--- src/rtl/branch_resolve.sv ---
module branch_resolve #(
  parameter int AW    = 24,
  parameter int DW    = 32,
  parameter int RW    = 4,
  parameter int DISPW = 12
) (
  input  logic          clk,
  input  logic          rst_n,
  input  logic          in_valid,
  input  logic [1:0]    in_kind,
  input  logic          in_rx,
  input  logic [RW-1:0] in_r1,
  input  logic [DW-1:0] in_r1_val,
  input  logic [RW-1:0] in_r2,
  input  logic [DW-1:0] in_r2_val,
  input  logic [RW-1:0] in_b2,
  input  logic [DW-1:0] in_b2_val,
  input  logic [DISPW-1:0] in_disp,
  input  logic [1:0]    in_cc,
  input  logic [AW-1:0] in_next_addr,
  output logic          out_valid,
  output logic          out_taken,
  output logic [AW-1:0] out_target,
  output logic          out_wb_en,
  output logic [RW-1:0] out_wb_reg,
  output logic [DW-1:0] out_wb_data
);

  localparam logic [1:0] K_COND  = 2'd0;
  localparam logic [1:0] K_LINK  = 2'd1;
  localparam logic [1:0] K_COUNT = 2'd2;

  wire rr_null = !in_rx && (in_r2 == '0);

  wire [DW-1:0] base_term = (in_b2 != '0) ? in_b2_val : '0;
  wire [DW-1:0] idx_term  = (in_r2 != '0) ? in_r2_val : '0;
  wire [DW-1:0] rx_sum    = base_term + idx_term + DW'(in_disp);
  wire [AW-1:0] eff_addr  = in_rx ? rx_sum[AW-1:0] : in_r2_val[AW-1:0];

  wire [DW-1:0] cnt_dec = in_r1_val - DW'(1);
  wire [1:0]    mask_sel = 2'd3 - in_cc;
  wire          cc_hit  = in_r1[mask_sel];

  logic          take_c;
  logic          wb_c;
  logic [DW-1:0] wb_data_c;

  always_comb begin
    take_c    = 1'b0;
    wb_c      = 1'b0;
    wb_data_c = '0;
    case (in_kind)
      K_COND:  take_c = cc_hit;
      K_LINK: begin
        take_c    = 1'b1;
        wb_c      = 1'b1;
        wb_data_c = DW'(in_next_addr);
      end
      K_COUNT: begin
        take_c    = (cnt_dec != '0);
        wb_c      = 1'b1;
        wb_data_c = cnt_dec;
      end
      default: ;
    endcase
    if (rr_null) take_c = 1'b0;
  end

  always_ff @(posedge clk) begin
    if (!rst_n) begin
      out_valid   <= 1'b0;
      out_taken   <= 1'b0;
      out_target  <= '0;
      out_wb_en   <= 1'b0;
      out_wb_reg  <= '0;
      out_wb_data <= '0;
    end else begin
      out_valid   <= in_valid;
      out_taken   <= in_valid && take_c;
      out_target  <= (in_valid && take_c) ? eff_addr : '0;
      out_wb_en   <= in_valid && wb_c;
      out_wb_reg  <= (in_valid && wb_c) ? in_r1 : '0;
      out_wb_data <= (in_valid && wb_c) ? wb_data_c : '0;
    end
  end

  p_strobe_r1: assert property (@(posedge clk) disable iff (!rst_n)
    !in_valid |=> (!out_valid && !out_taken && !out_wb_en));

  p_mask_zero_r2: assert property (@(posedge clk) disable iff (!rst_n)
    (in_valid && in_kind == K_COND && in_r1 == '0) |=> !out_taken);

  p_rr_null_r3: assert property (@(posedge clk) disable iff (!rst_n)
    (in_valid && !in_rx && in_r2 == '0) |=> !out_taken);

  p_link_wb_r4: assert property (@(posedge clk) disable iff (!rst_n)
    (in_valid && in_kind == K_LINK) |=>
      (out_wb_en && out_wb_reg == $past(in_r1) &&
       out_wb_data == DW'($past(in_next_addr))));

  p_count_wb_r5: assert property (@(posedge clk) disable iff (!rst_n)
    (in_valid && in_kind == K_COUNT) |=>
      (out_wb_en && out_wb_data == $past(in_r1_val) - DW'(1)));

  p_nop_r8: assert property (@(posedge clk) disable iff (!rst_n)
    (in_valid && in_kind == 2'd3) |=> (!out_taken && !out_wb_en));

  p_target_idle_r8: assert property (@(posedge clk) disable iff (!rst_n)
    !out_taken |-> (out_target == '0));

endmodule

--- config.mk ---
export PLATFORM = sky130hd
export DESIGN_NAME = branch_resolve
export DESIGN_NICKNAME = d
export VERILOG_FILES = /design/src/rtl/branch_resolve.sv
export SDC_FILE = /design/constraint.sdc
export NUM_CORES = 1
export LEC_CHECK = 0
export BUFFER_PORTS_ARGS = -buffer_cell sky130_fd_sc_hd__buf_2
export CORE_MARGIN = 5
export CORE_UTILIZATION = 50
export DETAILED_ROUTE_END_ITERATION = 10
export PLACE_DENSITY_LB_ADDON = 0.25
export RECOVER_POWER = 25
export SLEW_MARGIN = 20
export SYNTH_ARGS = -nofsm -noshare
export SYNTH_HDL_FRONTEND = slang
export SYNTH_SLANG_ARGS = --single-unit
--- constraint.sdc ---
create_clock -name clk -period 11.1 [get_ports clk]
set_input_delay 2.775 -clock clk [delete_from_list [all_inputs] [get_ports clk]]
set_output_delay 2.775 -clock clk [all_outputs]
set_load 0.005 [all_outputs]
==> flow_metrics.py, run 1 <==
metrics = {
    "status": {
        "status": "finished clean",
    },
    "die": {
        "die_width_um": 108,
        "num_rows": 36,
        "fp.dieH_um": 108,
        "floorplan.initialDensity": 0.506,
        "num_io_pins": 215,
        "core_um2": 9590,
        "dieArea_um2": 11800,
    },
    "worst_setup_path": {
        "crit_buf_inv": 2,
        "required_ns": 11.35,
        "end_kind": "flop",
        "timing.critical_path.cells": "buf_2, or4_1, and2_1, fa_1, ha_1, inv_1, fa_1, nand2b_1, a21oi_1, o211ai_1, a21oi_1, o21ai_0, or4_1, a41oi_1",
        "crit_arrival_ns": 7.04,
        "crit_slowest_cell": "or4_1",
        "cp_top_family": "simple AND/OR/NAND/NOR gates",
        "cp_max_fo": 25,
        "critPathKind": "in -> reg",
        "max_stage_delay_ns": 0.90,
        "cp-start-kind": "input port",
    },
    "logic_synthesis": {
        "ys_seq_area_frac": 0.260,
        "netlist_area_um2": 4850,
        "synth_ff_type": "dfxtp_1",
        "synthTopCellsByArea": "dfxtp_1, ha_1, fa_1, nand2_1, and2_1",
        "synth_nets": 778,
        "netlist-cell-type-count": 64,
        "yosys_warnings": 0,
        "synthDominantCellAreaShare": 0.260,
        "ys_ff_latch": 63,
        "async_flop_share": 0,
        "synth_area_per_cell_um2": 8.45,
        "syn_inst": 574,
        "synth_edf_count": 0,
        "synth_largest_area_cell": "dfxtp_1",
    },
    "clock_tree": {
        "post_cts_buffers": 0,
        "clock-root-buffer": "clkbuf_8",
        "postCtsHoldBufs": 0,
        "htree_levels": 3,
        "clk_pin_slew_ns": 0.08,
        "cts_tree": "yes",
        "ctsResizeCount": 0,
        "cts_sinks": 63,
        "cts_buffer_depth": 2,
        "cts_made_buffers": 9,
    },
    "global_routing": {
        "track_usage": 0.233,
        "use_met2": 0.384,
        "grt_pass1_vias": 4757,
        "gr-max-usage-layer": "met2",
        "grt_pass1_wl_mm": 22.0,
        "grt_overflow_total": 0,
        "use_met3": 0.0561,
        "grt_use_met1": 0.307,
        "grt_max_degree": 33,
        "antenna_found_initial": 1,
    },
    "placement": {
        "place_ws_ns": 4.05,
        "port_buffers": 198,
        "dp_hpwl_mm": 11.0,
        "gp_congestion": 0.889,
    },
    "drt": {
        "via_per_inst": 5.52,
        "routedWlPerCell_um": 15.8,
        "dr_total_vias": 4960,
        "dr.pass1.iters": 7,
        "first_iter_violations": 284,
        "post-route-drc-count": 0,
        "ant_nets": 0,
        "wirelength_mm": 14.1,
    },
    "final_layout": {
        "largest_reg_flops": 32,
        "fillCellCount": 907,
        "final_common_cell": "buf_2",
        "area_delta_synth_final_pct": 25.9,
        "layout-drive-gt1-share": 0.312,
        "antenna_cells": 0,
        "num-nets-final": 964,
        "final_cell_mix": "buf_2, dfxtp_1, nand2_1",
        "register_area_um2": 1260,
        "multi_input_area_um2": 3410,
    },
    "worst_hold_path": {
        "hold_path.class": "in -> reg",
    },
    "power": {
        "ir_drop_mv": 0.0741,
        "p_per_area_nw_per_um2": 112,
        "power_uw": 685,
        "power.leakage_nw": 2.77,
    },
    "timing": {
        "period_needed_ns": 6.80,
        "clock.fmax_mhz": 147,
        "hold_violations": 0,
        "worstMarginPinSlew_ns": 1.11,
        "relSlewSlack": 0.240,
        "fin_setup_tns_ns": 0,
        "finalSetupViolCount": 0,
        "maxSlewViolCount": 0,
        "rsz0062_at_grt": "no",
        "setup_slack_ns": 4.30,
        "final.period_utilization": 0.612,
    },
    "job": {
        "maxCapViolCount": 0,
    },
}
==> final timing paths <==
check / from / end / slack, ns / cells past startpoint
max: in_r2[1] / out_target[21] / 4.30 / 14
min: in_next_addr[11] / out_wb_data[11] / 2.62 / 3
==> stage by stage <==
| step | hold WS [ns] | util | cells | instance area (µm²) |
|---|---|---|---|---|
| 2_1_floorplan | 2.88 | - | 574 | 4850 |
| 6_report | 2.62 | 0.637 | 898 | 6110 |
| 3_5_place_dp | 2.98 | 0.616 | 882 | 5910 |
| 5_1_grt | 2.60 | 0.637 | 898 | 6110 |
| 3_3_place_gp | 2.97 | 0.616 | 882 | 5910 |
| 4_1_cts | 2.61 | 0.638 | 898 | 6120 |
==> report_power, final <==
part           switching, mW  total [mW]  leakage [nW]  internal [mW]
logic                  0.128       0.231          2.15          0.103
clock network         0.0937       0.219         0.102          0.126
registers            0.00166       0.235         0.511          0.233
total                  0.223       0.685          2.77          0.462
==> kinds of logic after synthesis <==
| group | Yosys count | share of synthesized area |
|---|---|---|
| buffers and inverters | 43 | 0.0387 |
| AND/OR/NAND/NOR | 256 | 0.305 |
| flip-flops | 63 | 0.260 |
| adder cells (fa/ha/maj) | 52 | 0.154 |
| AO/OA/AOI/OAI | 112 | 0.150 |
| multiplexers | 12 | 0.0276 |
| XOR/XNOR | 36 | 0.0650 |
==> layout make-up <==
cell class | instances | area share
repair buffers | 200 | 0.162
inverters | 18 | 0.0111
clock inverters | 6 | 0.0139
clock buffers | 10 | 0.0209
flip-flops and latches | 63 | 0.207
well taps | 133 | 0.0272
multi-input cells | 468 | 0.558
==> tightest hold or removal path: cells and delay by family <==
family          cells  cell delay [ns]
buf+inv             1             0.07
simple gates        1             0.03
compound gates      1             0.05
==> cells in the mapped netlist (10+ instances only) <==
library cell	n
nor4_1	11
mux2i_1	10
inv_1	17
fa_1	13
and2_1	30
o21ai_0	36
nor3_1	13
nand2_1	54
nor2b_1	28
nand3_1	11
ha_1	39
xor2_1	16
xnor2_1	20
dfxtp_1	63
clkbuf_1	19
a21oi_1	27
nor2_1	36
nor2_2	15
nand4_1	10
==> routing by layer <==
metal	wire length (µm)	part of all wire
met1	6150	0.43
met2	6630	0.47
met3	1190	0.084
met4	176	0.012
met5	11	0.00078
Note: power is estimated with default switching activity, not from simulation.
==> run 2: changes to the inputs <==
--- a/config.mk
+++ b/config.mk
@@ -5,6 +5,7 @@
 export SDC_FILE = /design/constraint.sdc
 export NUM_CORES = 1
 export LEC_CHECK = 0
+export ABC_AREA = 1
 export BUFFER_PORTS_ARGS = -buffer_cell sky130_fd_sc_hd__buf_2
 export CORE_MARGIN = 5
 export CORE_UTILIZATION = 50
==> constraint.sdc (replaced) <==
create_clock -name clk -period 7.1 [get_ports clk]
set_input_delay 1.775 -clock clk [delete_from_list [all_inputs] [get_ports clk]]
set_output_delay 1.775 -clock clk [all_outputs]
set_load 0.005 [all_outputs]
==> run 2 against run 1 <==
Combinational power up 84%. Utilization up 0.55 points. Area after synthesis up 17%. Die area up 15%. Critical endpoint is now out_target[17]. Highest routed layer is now met4.
==> flow_metrics.py, run 2 <==
metrics = {
    "worst_hold_path": {
        "min_path_cells": 3,
        "hold_path.class": "in -> reg",
        "hold_start": "in_r1[0]",
        "holdPathEnd": "out_wb_reg[0]",
    },
    "drt": {
        "ant_nets": 0,
        "post-route-drc-count": 0,
        "wirelength_mm": 16.3,
        "dr.pass1.iters": 5,
        "routedWlPerCell_um": 13.3,
        "first_iter_violations": 310,
        "via_per_inst": 5.00,
        "dr_total_vias": 6146,
    },
    "timing": {
        "hold_ws_ns": 1.66,
        "hold_violations": 0,
        "final.period_utilization": 0.703,
        "relSlewSlack": 0.432,
        "rsz0062_at_grt": "no",
        "maxSlewViolCount": 0,
        "finalSetupViolCount": 0,
        "fin_setup_tns_ns": 0,
        "period_needed_ns": 4.99,
        "clock.fmax_mhz": 200,
        "worstMarginPinSlew_ns": 0.852,
    },
    "clock_tree": {
        "postCtsHoldBufs": 0,
        "clock-root-buffer": "clkbuf_16",
        "ctsResizeCount": 0,
        "cts_buffer_depth": 2,
        "cts_tree": "yes",
        "cts_sinks": 63,
        "cts_made_buffers": 9,
        "clk_pin_slew_ns": 0.05,
        "post_cts_buffers": 0,
        "htree_levels": 3,
    },
    "power": {
        "power_frac_comb": 0.332,
        "p_int_uw": 850,
        "power.leakage_nw": 3.83,
        "seqPwrFrac": 0.287,
        "p_per_area_nw_per_um2": 181,
        "clkPwrFrac": 0.381,
        "p_switching_uw": 428,
        "swShare": 0.335,
        "ir_drop_mv": 0.143,
    },
    "final_layout": {
        "final_cell_mix": "nand2_1, buf_2, nor2_1",
        "area_delta_synth_final_pct": 24.4,
        "final_common_cell": "nand2_1",
        "largest_reg_flops": 32,
        "num-nets-final": 1286,
        "instances_no_fill": 1228,
        "layout-drive-gt1-share": 0.239,
    },
    "status": {
        "status": "finished clean",
    },
    "die": {
        "core_um2": 11000,
        "dieArea_um2": 13600,
        "num_io_pins": 215,
        "floorplan.initialDensity": 0.516,
        "die_width_um": 116,
        "num_rows": 38,
        "fp.dieH_um": 116,
    },
    "logic_synthesis": {
        "ys_ff_latch": 63,
        "synth_most_common_cell": "nand2_1",
        "netlist-cell-type-count": 37,
        "synthTopCellsByArea": "dfxtp_1, nand2_1, nor2_1, inv_1, ha_1",
        "async_flop_share": 0,
        "synth_largest_area_cell": "dfxtp_1",
        "netlist_area_um2": 5670,
        "synthDominantCellAreaShare": 0.222,
        "synth_ff_type": "dfxtp_1",
        "synth_area_per_cell_um2": 6.36,
        "ys_seq_area_frac": 0.222,
        "synth_edf_count": 0,
        "synth_nets": 1095,
        "yosys_warnings": 0,
        "syn_inst": 891,
        "yosys-top-cells-count": "nand2_1, nor2_1, inv_1, nand3_1, dfxtp_1",
    },
    "worst_setup_path": {
        "max_stage_delay_ns": 0.50,
        "critPathKind": "in -> reg",
        "crit_arrival_ns": 5.21,
        "cp-start-kind": "input port",
        "required_ns": 7.32,
        "crit_slowest_cell": "fa_1",
        "timing.critical_path.cells": "buf_2, nor2_1, nand2_1, inv_1, nor2_1, fa_1, ha_1, inv_1, fa_1, o21ai_1, a21boi_0, o21ai_1, nand3_1, nand2_1, nand2_1, nand3_1, o21ai_0, inv_1, nor2_4",
        "end_kind": "flop",
        "cp_max_fo": 10,
    },
    "global_routing": {
        "grt_pass1_vias": 5846,
        "grt_overflow_total": 0,
        "grt_pass1_wl_mm": 26.3,
        "grt_max_degree": 47,
        "track_usage": 0.244,
        "antenna_found_initial": 1,
    },
    "job": {
        "maxCapViolCount": 0,
    },
    "placement": {
        "dp_cells": 1211,
        "port_buffers": 198,
        "gp_congestion": 0.964,
        "dp_hpwl_mm": 13.4,
    },
}
-- run 2: power by group through the flow --
stage	clock (mW)	combinational, mW	sequential [mW]
floorplan	0	0.296	0.376
global placement	0	0.418	0.374
detailed placement	0	0.422	0.374
CTS	0.496	0.425	0.367
global route	0.516	0.486	0.368
finish	0.486	0.425	0.367
-- run 2: metrics by stage --
| stage | utilization | power, mW | area, µm² | worst slack, ns |
|---|---|---|---|---|
| finish | 0.642 | 1.28 | 7050 | 2.11 |
| global route | 0.642 | 1.37 | 7050 | 1.83 |
| CTS | 0.644 | 1.29 | 7070 | 2.11 |
| detailed placement | 0.614 | 0.796 | 6740 | 1.77 |
| global placement | 0.614 | 0.792 | 6740 | 1.79 |
| floorplan | - | 0.673 | 5670 | 2.66 |
-- run 2: layer usage --
layer	vias to the layer above	share of wire	track usage
met4	0	0.022	0.0835
met2	173	0.51	0.455
li1	3207	-	-
met5	-	0	0
met3	28	0.070	0.0513
met1	2738	0.40	0.273
-- run 2: area by class of cell --
class                      instances  area, µm²
fill                            1097       3930
multi-input combinational        673       3790
sequential                        63       1260
timing repair buffer             200        986
inverter                         135        507
clock buffer                      13        260
tap                              140        175
clock inverter                     3       65.1
antenna                            1       2.50
-- run 2: how the worst max path moves through the flow --
| stage | startpoint | to | depth (start not counted) |
|---|---|---|---|
| 5_1_grt | in_b2[0] | out_target[17] | 19 |
| 3_3_place_gp | in_r2[0] | out_target[17] | 19 |
| 6_report | in_r2[1] | out_target[17] | 19 |
| 3_5_place_dp | in_r2[1] | out_target[17] | 19 |
| 4_1_cts | in_r2[1] | out_target[17] | 19 |
| 2_1_floorplan | in_b2[1] | out_target[15] | 17 |
-- run 2: critical path: cells and delay by family --
kind	cells	cell delay (ns)
adders and majority gates	3	1.17
AOI/OAI and AO/OA	4	0.92
and+or+nand+nor	8	0.71
buffers and inverters	4	0.61
-- run 2: cell families (layout without fill, tap and decap cells) --
group | after synthesis | in the layout | synth area share
and+or+nand+nor | 505 | 505 | 0.420
buffers and inverters | 155 | 351 | 0.108
AOI/OAI and AO/OA | 109 | 109 | 0.107
DFF | 63 | 63 | 0.222
adders and majority gates | 52 | 52 | 0.132
xor gates and xnor gates | 7 | 7 | 0.0108
other | 0 | 1 | 0
